## config.mk

```make
export PLATFORM = sky130hd
export DESIGN_NAME = warp_prio_sched
export DESIGN_NICKNAME = d
export VERILOG_FILES = /design/src/rtl/warp_prio_sched_pkg.sv /design/src/rtl/psch_class_map.sv /design/src/rtl/psch_open_rows.sv /design/src/rtl/psch_queue.sv /design/src/rtl/warp_prio_sched.sv
export SDC_FILE = /design/constraint.sdc
export NUM_CORES = 1
export LEC_CHECK = 0
export ABC_AREA = 1
export BUFFER_PORTS_ARGS = -buffer_cell sky130_fd_sc_hd__buf_2
export CORE_ASPECT_RATIO = 1.1
export CORE_MARGIN = 4
export CORE_UTILIZATION = 50
export CTS_CLUSTER_SIZE = 14
export DETAILED_ROUTE_END_ITERATION = 8
export GPL_TIMING_DRIVEN = 0
export PLACE_DENSITY_LB_ADDON = 0.3
export SYNTH_ARGS = -nofsm -noshare
export SYNTH_HDL_FRONTEND = slang
export SYNTH_SLANG_ARGS = --single-unit
```

## constraint.sdc

```tcl
create_clock -name clk -period 12.9 [get_ports clk]
set_clock_uncertainty 0.2 [all_clocks]
set_input_delay 1.29 -clock clk [delete_from_list [all_inputs] [get_ports clk]]
set_output_delay 1.29 -clock clk [all_outputs]
set_load 0.05 [all_outputs]
```

## src/rtl/warp_prio_sched_pkg.sv

```systemverilog
// Shared definitions for the warp-class priority scheduler.
// Assumes the classifier upstream encodes warp classes on CLASS_W bits.
package warp_prio_sched_pkg;

    localparam int CLASS_W = 3;

    typedef enum logic [CLASS_W-1:0] {
        WC_ALL_HIT     = 3'd0,
        WC_MOSTLY_HIT  = 3'd1,
        WC_BALANCED    = 3'd2,
        WC_MOSTLY_MISS = 3'd3,
        WC_ALL_MISS    = 3'd4
    } warp_class_e;

endpackage

```

## src/rtl/psch_class_map.sv

```systemverilog
// Maps a warp class code to its queue group.
// Assumes any code that is not a known high-priority class goes to the low group.
module psch_class_map
    import warp_prio_sched_pkg::*;
(
    input  logic [CLASS_W-1:0] cls,
    output logic               is_hi
);

    // decide whether the class belongs to the high-priority group
    always_comb begin
        is_hi = (cls == WC_ALL_HIT) || (cls == WC_MOSTLY_HIT);
    end

endmodule

```

## src/rtl/psch_open_rows.sv

```systemverilog
// Per-bank open-row table. Each bank register loads the row of each issued request.
// Assumes at most one update per cycle. After reset every bank is marked closed.
module psch_open_rows #(
    parameter int NUM_BANKS = 4,
    parameter int BANK_W    = 2,
    parameter int ROW_W     = 8
) (
    input  logic                 clk,
    input  logic                 rst_n,
    input  logic                 upd,
    input  logic [BANK_W-1:0]    upd_bank,
    input  logic [ROW_W-1:0]     upd_row,
    output logic [NUM_BANKS-1:0] open_vld,
    output logic [ROW_W-1:0]     open_rows [NUM_BANKS]
);

    for (genvar b = 0; b < NUM_BANKS; b++) begin : g_bank
        // record the row most recently issued to this bank
        always_ff @(posedge clk) begin
            if (!rst_n) begin
                open_vld[b]  <= 1'b0;
                open_rows[b] <= '0;
            end else if (upd && (upd_bank == BANK_W'(b))) begin
                open_vld[b]  <= 1'b1;
                open_rows[b] <= upd_row;
            end
        end
    end

endmodule

```

## src/rtl/psch_queue.sv

```systemverilog
// Searchable request buffer with FR-FCFS selection.
// Each entry's age equals the number of valid entries younger than it, so ages are
// unique and the oldest entry has the highest age. The selection prefers row hits,
// then the highest age. Assumes push is only raised when the buffer is not full.
module psch_queue #(
    parameter int DEPTH     = 4,
    parameter int NUM_BANKS = 4,
    parameter int BANK_W    = 2,
    parameter int ROW_W     = 8,
    parameter int ID_W      = 8
) (
    input  logic                 clk,
    input  logic                 rst_n,
    input  logic                 push,
    input  logic [BANK_W-1:0]    push_bank,
    input  logic [ROW_W-1:0]     push_row,
    input  logic [ID_W-1:0]      push_id,
    input  logic                 pop,
    input  logic [NUM_BANKS-1:0] open_vld,
    input  logic [ROW_W-1:0]     open_rows [NUM_BANKS],
    output logic                 full,
    output logic                 nonempty,
    output logic [BANK_W-1:0]    out_bank,
    output logic [ROW_W-1:0]     out_row,
    output logic [ID_W-1:0]      out_id
);

    localparam int IDX_W = (DEPTH > 1) ? $clog2(DEPTH) : 1;
    localparam int AGE_W = IDX_W;

    logic [DEPTH-1:0]  vld_q;
    logic [DEPTH-1:0]  hit;
    logic [BANK_W-1:0] bank_q [DEPTH];
    logic [ROW_W-1:0]  row_q  [DEPTH];
    logic [ID_W-1:0]   id_q   [DEPTH];
    logic [AGE_W-1:0]  age_q  [DEPTH];

    logic [IDX_W-1:0]  free_idx;
    logic [IDX_W-1:0]  pick_idx;
    logic [AGE_W-1:0]  pick_age;
    logic              pick_hit;
    logic              pick_found;

    // flag each valid entry whose row is open in its bank
    always_comb begin
        for (int i = 0; i < DEPTH; i++) begin
            hit[i] = vld_q[i] && open_vld[bank_q[i]] && (open_rows[bank_q[i]] == row_q[i]);
        end
    end

    // find the lowest-numbered empty slot
    always_comb begin
        free_idx = '0;
        for (int i = DEPTH - 1; i >= 0; i--) begin
            if (!vld_q[i]) free_idx = IDX_W'(i);
        end
    end

    // pick a row hit first, and the oldest entry within that group
    always_comb begin
        pick_idx   = '0;
        pick_age   = '0;
        pick_hit   = 1'b0;
        pick_found = 1'b0;
        for (int i = 0; i < DEPTH; i++) begin
            if (vld_q[i]) begin
                if (!pick_found || (hit[i] && !pick_hit) ||
                    ((hit[i] == pick_hit) && (age_q[i] > pick_age))) begin
                    pick_idx   = IDX_W'(i);
                    pick_age   = age_q[i];
                    pick_hit   = hit[i];
                    pick_found = 1'b1;
                end
            end
        end
    end

    assign full     = &vld_q;
    assign nonempty = |vld_q;
    assign out_bank = bank_q[pick_idx];
    assign out_row  = row_q[pick_idx];
    assign out_id   = id_q[pick_idx];

    // remove the picked entry on pop, write new entries, keep the age ranks exact
    always_ff @(posedge clk) begin
        if (!rst_n) begin
            vld_q <= '0;
            for (int i = 0; i < DEPTH; i++) age_q[i] <= '0;
        end else begin
            for (int i = 0; i < DEPTH; i++) begin
                if (pop && (pick_idx == IDX_W'(i))) begin
                    vld_q[i] <= 1'b0;
                end else if (push && !vld_q[i] && (free_idx == IDX_W'(i))) begin
                    vld_q[i]  <= 1'b1;
                    age_q[i]  <= '0;
                    bank_q[i] <= push_bank;
                    row_q[i]  <= push_row;
                    id_q[i]   <= push_id;
                end else if (vld_q[i]) begin
                    age_q[i] <= age_q[i] + AGE_W'(push)
                                - AGE_W'(pop && (age_q[i] > pick_age));
                end
            end
        end
    end

endmodule

```

## src/rtl/warp_prio_sched.sv

```systemverilog
// Two-group memory request scheduler. Each request is sorted by warp class into a
// high or a low buffer. The high buffer is served while it is not empty, and each
// buffer picks FR-FCFS against a per-bank open-row table. The offered request is
// chosen again every cycle, so a newly arrived high request can replace a low one
// that DRAM has not yet accepted.
module warp_prio_sched
    import warp_prio_sched_pkg::*;
#(
    parameter int NUM_BANKS = 4,
    parameter int ROW_W     = 8,
    parameter int ID_W      = 8,
    parameter int HI_DEPTH  = 4,
    parameter int LO_DEPTH  = 8,
    localparam int BANK_W   = (NUM_BANKS > 1) ? $clog2(NUM_BANKS) : 1
) (
    input  logic               clk,
    input  logic               rst_n,
    input  logic               req_valid,
    output logic               req_ready,
    input  logic [CLASS_W-1:0] req_class,
    input  logic [BANK_W-1:0]  req_bank,
    input  logic [ROW_W-1:0]   req_row,
    input  logic [ID_W-1:0]    req_id,
    output logic               dram_valid,
    input  logic               dram_ready,
    output logic [BANK_W-1:0]  dram_bank,
    output logic [ROW_W-1:0]   dram_row,
    output logic [ID_W-1:0]    dram_id,
    output logic               dram_hi
);

    logic                 req_is_hi;
    logic                 hi_full, lo_full, hi_ne, lo_ne;
    logic                 push_hi, push_lo, pop_hi, pop_lo, issue;
    logic [BANK_W-1:0]    hi_bank, lo_bank;
    logic [ROW_W-1:0]     hi_row, lo_row;
    logic [ID_W-1:0]      hi_id, lo_id;
    logic [NUM_BANKS-1:0] open_vld;
    logic [ROW_W-1:0]     open_rows [NUM_BANKS];

    psch_class_map u_map (
        .cls   (req_class),
        .is_hi (req_is_hi)
    );

    // accept a request when its own group's buffer has room
    always_comb begin
        req_ready = req_is_hi ? !hi_full : !lo_full;
        push_hi   = req_valid && req_ready && req_is_hi;
        push_lo   = req_valid && req_ready && !req_is_hi;
    end

    // strict priority: the high buffer wins whenever it holds anything
    always_comb begin
        dram_valid = hi_ne || lo_ne;
        dram_hi    = hi_ne;
        dram_bank  = hi_ne ? hi_bank : lo_bank;
        dram_row   = hi_ne ? hi_row  : lo_row;
        dram_id    = hi_ne ? hi_id   : lo_id;
        issue      = dram_valid && dram_ready;
        pop_hi     = issue && hi_ne;
        pop_lo     = issue && !hi_ne;
    end

    psch_queue #(
        .DEPTH(HI_DEPTH), .NUM_BANKS(NUM_BANKS), .BANK_W(BANK_W),
        .ROW_W(ROW_W), .ID_W(ID_W)
    ) u_hi_q (
        .clk(clk), .rst_n(rst_n),
        .push(push_hi), .push_bank(req_bank), .push_row(req_row), .push_id(req_id),
        .pop(pop_hi), .open_vld(open_vld), .open_rows(open_rows),
        .full(hi_full), .nonempty(hi_ne),
        .out_bank(hi_bank), .out_row(hi_row), .out_id(hi_id)
    );

    psch_queue #(
        .DEPTH(LO_DEPTH), .NUM_BANKS(NUM_BANKS), .BANK_W(BANK_W),
        .ROW_W(ROW_W), .ID_W(ID_W)
    ) u_lo_q (
        .clk(clk), .rst_n(rst_n),
        .push(push_lo), .push_bank(req_bank), .push_row(req_row), .push_id(req_id),
        .pop(pop_lo), .open_vld(open_vld), .open_rows(open_rows),
        .full(lo_full), .nonempty(lo_ne),
        .out_bank(lo_bank), .out_row(lo_row), .out_id(lo_id)
    );

    psch_open_rows #(
        .NUM_BANKS(NUM_BANKS), .BANK_W(BANK_W), .ROW_W(ROW_W)
    ) u_rows (
        .clk(clk), .rst_n(rst_n),
        .upd(issue), .upd_bank(dram_bank), .upd_row(dram_row),
        .open_vld(open_vld), .open_rows(open_rows)
    );

endmodule

```

# Yosys cells after proc, flatten, opt, wreduce, memory -nomap -nowiden
# Memory sizes are Yosys's and may differ from the RTL's.
# Cells that the tools add are included.
dict set report word_totals {
  output_inout_bits 21
  latch_bits 0
  romBits 0
  n_memories 8
  ram_bits 248
  reg_bits 48
}
# name words width read_ports rd_clocked_by_memory_dff wr line_no
set memory_table {}
lappend memory_table {u_lo_q.id_q 8 8 1 0 1 psch_queue.sv:35} ;# logic [ID_W-1:0] id_q [DEPTH];
lappend memory_table {u_lo_q.row_q 8 8 9 0 1 psch_queue.sv:34} ;# logic [ROW_W-1:0] row_q [DEPTH];
lappend memory_table {u_hi_q.id_q 4 8 1 0 1 psch_queue.sv:35}
lappend memory_table {u_hi_q.row_q 4 8 5 0 1 psch_queue.sv:34}
lappend memory_table {u_lo_q.age_q 8 3 8 0 8 psch_queue.sv:36} ;# logic [AGE_W-1:0] age_q [DEPTH];
lappend memory_table {u_lo_q.bank_q 8 2 9 0 1 psch_queue.sv:33} ;# logic [BANK_W-1:0] bank_q [DEPTH];
lappend memory_table {{+2 memories} -- -- -- -- -- --}
dict set report classes {
  div 0
  multipliers 0
  n_reduce_logical 212
  mux 375
  n_eq_ne 46
  magnitude_cmp 46
  add_sub_neg 24
  n_shift 0
  bitwise 37
}
# op count
set ops {}
lappend ops {{$mux W8} 46}
lappend ops {{$mux W3} 73}
lappend ops {{$bmux W8 S2} 12}
lappend ops {{$mux W1} 188}
lappend ops {{$reduce_or A8 Y1} 21}
lappend ops {{$logic_and A1 B1 Y1} 102}
lappend ops {{$eq A8 B8 Y1} 12}
lappend ops {{$mux W2} 44}
lappend ops {{$gt A3 B3 Y1} 15}
lappend ops {{$reduce_or A2 Y1} 22}
lappend ops {{$ge A3 B3 Y1 const B} 12}
lappend ops {{$logic_not A1 Y1} 36}
lappend ops {{$lt A2 B3 Y1 const B} 12}
lappend ops {{$not A2 Y3} 12}
lappend ops {{$add A3 B1 Y3} 8}
lappend ops {{$bmux W1 S2} 12}
lappend ops {{$eq A3 B3 Y1 const B} 8}
lappend ops {{$or A1 B1 Y1} 24}
lappend ops {{$sub A3 B1 Y3} 8}
lappend ops {{$logic_or A1 B1 Y1} 22}
lappend ops {{$gt A2 B2 Y1} 7}
lappend ops {{$eq A2 B2 Y1 const B} 6}
lappend ops {{$eq A3 B2 Y1 const B} 4}
lappend ops {{$eq A1 B1 Y1} 10}
lappend ops {{other kinds (10)} 24}

# Logic depth before layout (Yosys ltp)
# Gate-level depths: netlist of run 1.
# An unclocked memory read counts as a cell.
dict set report depth {
  depth_word 63
  depth_mapped 87
}

# Hierarchy
# A second synthesis of run 1 with hierarchy kept.
dict set report unflattened {
  hier_cells 2578
  area_unflattened_um2 19965.4
}
# module seq_area_each_um2 area_per_inst_um2 cells_per_inst instances
set by_module_without_submodules {}
lappend by_module_without_submodules {{psch_queue (u_lo_q)} 5205.0 12462.0 1575 1}
lappend by_module_without_submodules {{psch_queue (u_hi_q)} 2482.4 5657.9 709 1}
lappend by_module_without_submodules {psch_open_rows 720.7 1532.7 221 1}
lappend by_module_without_submodules {warp_prio_sched 0.0 309.0 72 1}
lappend by_module_without_submodules {psch_class_map 0.0 3.8 1 1}

# Worst setup path before layout of run 1
# No wires, ideal clock.
dict set report synth_path {
  path_type {register to register}
  start {mem u_lo_q.bank_q[1][0]}
  end {mem u_lo_q.age_q[3][5] in the netlist's numbering (data pin)}
  path_slack_ps 1577
  arrival_ps 10977
  stages_incl_launch_ff 81
  period_less_slack_ps 11323
  setup_time_ps 146
  path_cell_list {edfxtp_1 inv_1 clkbuf_1 o21ai_0 a21oi_1 nor2_1 a2111oi_0 nand3_1 nor4_1 ha_1 nand2_1 inv_1 nand2_1 inv_1 nand2_1 nand2_2 a21oi_1 ha_1 (+45 left out) nand2_1 nand2_2 nand2_4 buf_6 buf_2 o21ai_0 ha_1 a31oi_1 o21ai_0 nand2_1 a31oi_1 ha_1 inv_1 ha_1 inv_1 fa_1 or2_2 a21oi_1}
}
# item line_no
set synth_rtl {}
lappend synth_rtl {{start, declared} psch_queue.sv:33}
lappend synth_rtl {{end, declared} psch_queue.sv:36}

==> flow_summary.toml, run 1 <==
[run_status]
status = "complete, no violations"

[final_layout]
seq_area_sq_um = 8410
multi_input_area_sq_um = 9450
final_cells = 2897
final_layout_size_suffix_gt1_frac = 0.119
antenna_cells = 0
fin_util = 0.581
syn2layout_area_growth_pct = 14.4
layout.nets = 2497
fillerInstances = 3319

[logic_synthesis]
ys_seq_area_frac = 0.445
async_flop_share = 0
syn_inst = 2263
yosys_register_bits = 296
syn_area_sq_um = 18900
synth_warnings = 0
yosysTopAreaCell = "edfxtp_1"
synth_top_area_frac = 0.394
synth_edf_count = 248
syn_avg_cell_area_sq_um = 8.35
syn_nets = 2380
synth.area.top_cells = "edfxtp_1 (39%), nand2_1 (8.1%), a21oi_1 (5.9%)"
ys_types = 62
synthFlopType = "edfxtp_1"

[placed_design]
portBuffers = 44
post-dp-hpwl_mm = 51.2
gp_congestion = 1.04
pre_cts_ws_ps = -1020
dp_cells = 2814

[cts]
numCtsBuffers = 31
insertion_delay_ps = 590
clkTransAtPathRegs_ps = 60
cts.htree.levels = 1
holdBufCountCts = 0
root_buffer = "clkbuf_16"
cts.sinks = 296
cts_buffer_depth = 3
tritoncts = "yes"

[worst_setup_path]
critPathLaunchType = "flop"
slowest_delay_ps = 430
crit_type = "flop to output pin"
cpMostUsedCell = "nand2_1"
critPathArrivalTime_ps = 10780
cp.required_ps = 11410
cp_max_fo = 10
slowest_stage = "clkbuf_1"
critPathCaptureType = "output pin"

[detailed_routing]
via_count = 17800
via_per_inst = 6.14
postRouteWirelength_mm = 69.7
drc = 0
postRouteAntennaNets = 0
wire_per_inst_um = 24.1
drt_iter0_drc = 2116
dr.pass1.iters = 6

[timing]
worst_pin_slew_ps = 1130
fin_crit_sh = 0.951
finalCriticalPeriod_ps = 12270
slew_violations = 0
max_freq_mhz = 81.5
final-setup-viol-count = 0
final-hold-violation-count = 0
max_slew_margin = 0.239
fin_ws_ps = 631

[grt]
overflow = 0
grt_max_degree = 19
grt_first_pass_wirelength_mm = 101
grt_pass1_vias = 16500
antenna_found_initial = 1
grt_usage = 0.326

[power_and_ir_drop]
p_per_area_nw_per_um2 = 113
power.total_mw = 2.44
p_leak_nw = 8.19
ir_drop_uv = 142

[floorplan]
core_area_sq_um = 37200
die_y_um = 212
fp-row-count = 74
start_util = 0.508
ios = 46
die_w_um = 193
die_area_sq_um = 41000

[job]
maxCapViolCount = 0

[worst_hold_path]
hold_path.class = "flop to flop"
cell usage in the layout (no fill, tap or decap), types with 8 or more instances in the layout:
master     instances
fa_1               8
buf_4             45
buf_6             12
a211oi_1          56
o211ai_1          21
inv_2              8
nor2_1           210
nand2_1          397
o22ai_1           12
a21oi_2           10
nand3_1           78
a221oi_1          16
a21oi_1          213
dfxtp_1           47
nor3_1            22
or2_2             12
nand2_2           18
nor2_2            15
clkbuf_1          85
o21ai_2            9
clkbuf_2           8
buf_8             10
xnor2_1           36
nand4_1           26
inv_1            190
buf_2             37
a22oi_1           32
nor4_1             8
ha_1              81
o21ai_1           12
xor2_1            28
edfxtp_1         248
nand3_4            8
o21bai_1          16
a31oi_1            9
clkbuf_16         32
o21ai_0          211
cell families (layout without fill, tap and decap cells):
| kind of cell | count (synthesis) | in the layout | share of synthesized area |
|---|---|---|---|
| AO/OA/AOI/OAI | 658 | 659 | 0.205 |
| XOR/XNOR | 64 | 64 | 0.0296 |
| adder cells (fa/ha/maj) | 92 | 92 | 0.0641 |
| buffers and inverters | 335 | 474 | 0.0703 |
| flip-flops | 296 | 296 | 0.445 |
| AND/OR/NAND/NOR | 818 | 818 | 0.186 |
repair_timing:
| item | 4_1_cts | 5_1_grt |
|---|---|---|
| endpoints found under the setup margin | 42 | 42 |
| buffers inserted | 7 | 19 |
| endpoints found under the hold margin | 0 | 0 |
| resized for setup | 65 | 88 |
| pin swaps | 5 | 17 |
| gates cloned | 0 | 1 |
Yosys cell counts (7+ instances only):
cell type	instances
fa_1	8
o22ai_1	12
edfxtp_1	248
a22oi_1	32
xor2_1	28
o211ai_1	21
buf_1	8
nand2_1	409
o21ai_0	222
inv_2	9
o21bai_1	16
a21oi_1	224
a211oi_1	56
clkbuf_1	94
xnor2_1	36
or2_2	12
nor2_1	225
a221oi_1	16
a22o_1	7
nor4_1	9
nand2_2	9
nand4_1	26
nor3_1	22
nand3_1	79
ha_1	84
a31oi_1	9
inv_1	194
buf_2	16
dfxtp_1	48
power breakdown:
group          switching (mW)  total (mW)  internal, mW
clock network           0.383       0.895         0.511
logic                   0.325       0.466         0.142
registers              0.0232        1.08          1.06
metal layers:
layer  global-route usage  routed length (um)
met5                    0                   8
met1                0.423               26400
met3               0.0514                7360
met4                0.187                5120
met2                0.524               30700
sequential cells by signal, summed over array words and instances, names as in the netlist:
signal,count
u_hi_q.row_q,32
u_lo_q.id_q,64
u_rows.open_rows,32
u_hi_q.age_q,8
u_rows.open_vld,4
u_hi_q.id_q,32
u_lo_q.bank_q,16
u_hi_q.bank_q,8
u_lo_q.age_q,24
u_hi_q.vld_q,4
u_lo_q.vld_q,8
u_lo_q.row_q,64
path summary, 6_finish.rpt:
kind	startpoint	endpoint	slack, ps	depth (start not counted)
min	u_rows.open_vld[2]$_SDFFE_PN0P_	u_rows.open_vld[2]$_SDFFE_PN0P_	300	2
max	u_lo_q.bank_q[0][0]$_DFFE_PP_	dram_id[5]	630	73
max reg2reg	u_lo_q.bank_q[0][0]$_DFFE_PP_	u_lo_q.age_q[2][2]$_SDFFCE_PN0P_	860	81
min reg2reg	u_rows.open_vld[2]$_SDFFE_PN0P_	u_rows.open_vld[2]$_SDFFE_PN0P_	300	2
layout make-up:
class,count,share of cell area
Buffer,127,0.0301
Clock buffer,40,0.0398
Clock inverter,16,0.00700
Inverter,208,0.0371
Multi-Input combinational cell,1633,0.437
Sequential cell,296,0.389
Tap cell,494,0.0286
Timing Repair Buffer,83,0.0318
stage by stage:
step	setup TNS (ps)	cell area, sq um	hold slack, ps
after global placement	-19320	19700	254
after detailed placement	-23790	20000	285
after CTS	0	21200	305
after floorplan	0	18900	240
final	0	21600	301
after global routing	-547	21600	335
worst max-delay path: cells and delay by family (launching register included):
family                   cells  cell delay (ps)
flip-flops                   1              420
adder cells (fa/ha/maj)      7             1860
XOR/XNOR                     1              180
buffers and inverters       13             1810
AO/OA/AOI/OAI               17             2420
AND/OR/NAND/NOR             35             3460
Note: power is estimated with default switching activity, not from simulation.
==> run 2, diff against run 1 <==
- ABC_CLOCK_PERIOD_IN_PS: default -> 12900
- CORE_UTILIZATION: 50 -> 55
==> flow_summary.toml, run 2 (synthesis gave the netlist of run 1 again) <==
[run_status]
status = "complete, no violations"

[detailed_routing]
via_per_inst = 6.33
drc = 0
via_count = 18000
dr.pass1.iters = 8
postRouteWirelength_mm = 73.0
wire_per_inst_um = 25.6
drt_iter0_drc = 2241
postRouteAntennaNets = 0

[placed_design]
portBuffers = 44
gp_congestion = 1.03
post-dp-hpwl_mm = 52.6
dp_cells = 2751

[cts]
root_buffer = "clkbuf_16"
numCtsBuffers = 34
holdBufCountCts = 0
tritoncts = "yes"
cts.htree.levels = 2
cts_buffer_depth = 3
insertion_delay_ps = 540
clkTransAtPathRegs_ps = 60
cts.sinks = 296

[worst_setup_path]
crit_type = "flop to output pin"
critPathCaptureType = "output pin"
critPathLaunchType = "flop"
critPathArrivalTime_ps = 10930
cp_max_fo = 10
cpMostUsedCell = "nand2_1"
cp.required_ps = 11410
slowest_stage = "dfxtp_1"
slowest_delay_ps = 430

[grt]
grt_pass1_vias = 16900
grt_max_degree = 19
overflow = 0
antenna_found_initial = 1
grt_usage = 0.380
grt_first_pass_wirelength_mm = 105

[floorplan]
core_area_sq_um = 33600
die_w_um = 185
fp-row-count = 70
start_util = 0.562
die_y_um = 202
die_area_sq_um = 37400
ios = 46

[final_layout]
layout.nets = 2511
reg_top3 = "u_lo_q.id_q x64, u_lo_q.row_q x64"
final_layout_size_suffix_gt1_frac = 0.122
final_common_cell = "nand2_1"
mostFrequentLayoutCells = "nand2_1 (398), edfxtp_1 (248), a21oi_1 (219), nor2_1 (211), o21ai_0 (208)"
antenna_cells = 0
fin_util = 0.647
syn2layout_area_growth_pct = 15.1
final_cells = 2851

[timing]
fin_crit_sh = 0.962
tns_ps = 0
holdWs_ps = 283
max_freq_mhz = 80.5
finalCriticalPeriod_ps = 12420
worst_pin_slew_ps = 1180
max_slew_margin = 0.206
final-setup-viol-count = 0
final-hold-violation-count = 0
slew_violations = 0

[power_and_ir_drop]
p_leak_nw = 8.32
ir_drop_uv = 203
power.total_mw = 2.58
p_per_area_nw_per_um2 = 118

[job]
maxCapViolCount = 0

[worst_hold_path]
hold_path.class = "flop to flop"
run 2: changes by cell type in the layout (fill, tap and decap cells not counted), sizes merged:
cell,previous run,this run
buf,114,124
bufinv,2,6
clkinv,14,18
o21ai,234,233
inv,206,205
run 2: per-stage QoR:
stage | worst slack (ps) | cell area, sq um
after floorplan | 1580 | 18900
after global routing | -88.8 | 21800
after detailed placement | -1370 | 19900
after CTS | 16.3 | 21300
final | 484 | 21800
after global placement | -1180 | 19700
run 2: worst paths after layout:
check                                         start                          endpoint  slack [ps]  cells after the start
setup / recovery  u_rows.open_rows[29]$_SDFFE_PN0P_                       dram_row[4]         480                     76
hold / removal      u_rows.open_vld[2]$_SDFFE_PN0P_   u_rows.open_vld[2]$_SDFFE_PN0P_         280                      2
setup reg to reg  u_rows.open_rows[29]$_SDFFE_PN0P_  u_lo_q.age_q[2][5]$_SDFFCE_PN0P_         790                     79
hold reg to reg     u_rows.open_vld[2]$_SDFFE_PN0P_   u_rows.open_vld[2]$_SDFFE_PN0P_         280                      2
run 2: cell type report:
type / count / area (sq um)
flip-flops and latches: 296 / 8410
inverters: 208 / 810
multi-input cells: 1632 / 9410
clock buffers: 38 / 866
repair buffers: 95 / 753
plain buffers: 127 / 674
fillers: 2837 / 11900
clock inverters: 23 / 307
well taps: 432 / 541
run 2: layer usage:
layer  wire length (um)  share of wire  GRT usage  up-vias
met3               9140           0.13     0.0971      261
met1              26900           0.37      0.494     8416
met5                 15        0.00021          0        -
li1                   -              -          -     8207
met4               4250          0.058      0.186        2
met2              32700           0.45      0.591     1149
run 2: power by group:
| group | internal [mW] | leakage, nW | switching, mW |
|---|---|---|---|
| registers | 1.06 | 2.67 | 0.0245 |
| clock network | 0.612 | 0.568 | 0.408 |
| logic | 0.143 | 5.08 | 0.335 |
| total | 1.81 | 8.32 | 0.767 |
run 2: timing repair:
item | 4_1_cts | 5_1_grt
pin swaps | 5 | 15
setup buffers | 5 | 34
endpoints found under the hold margin | 0 | 0
gates resized for setup | 68 | 89
endpoints found under the setup margin | 42 | 42
run 2: worst max-delay path, delay by kind of cell, from the launching register on:
kind	cells	cell delay [ps]
adders and majority gates	7	2020
AOI/OAI and AO/OA	14	2100
DFF	1	430
buffers and inverters	17	2080
and+or+nand+nor	38	3740
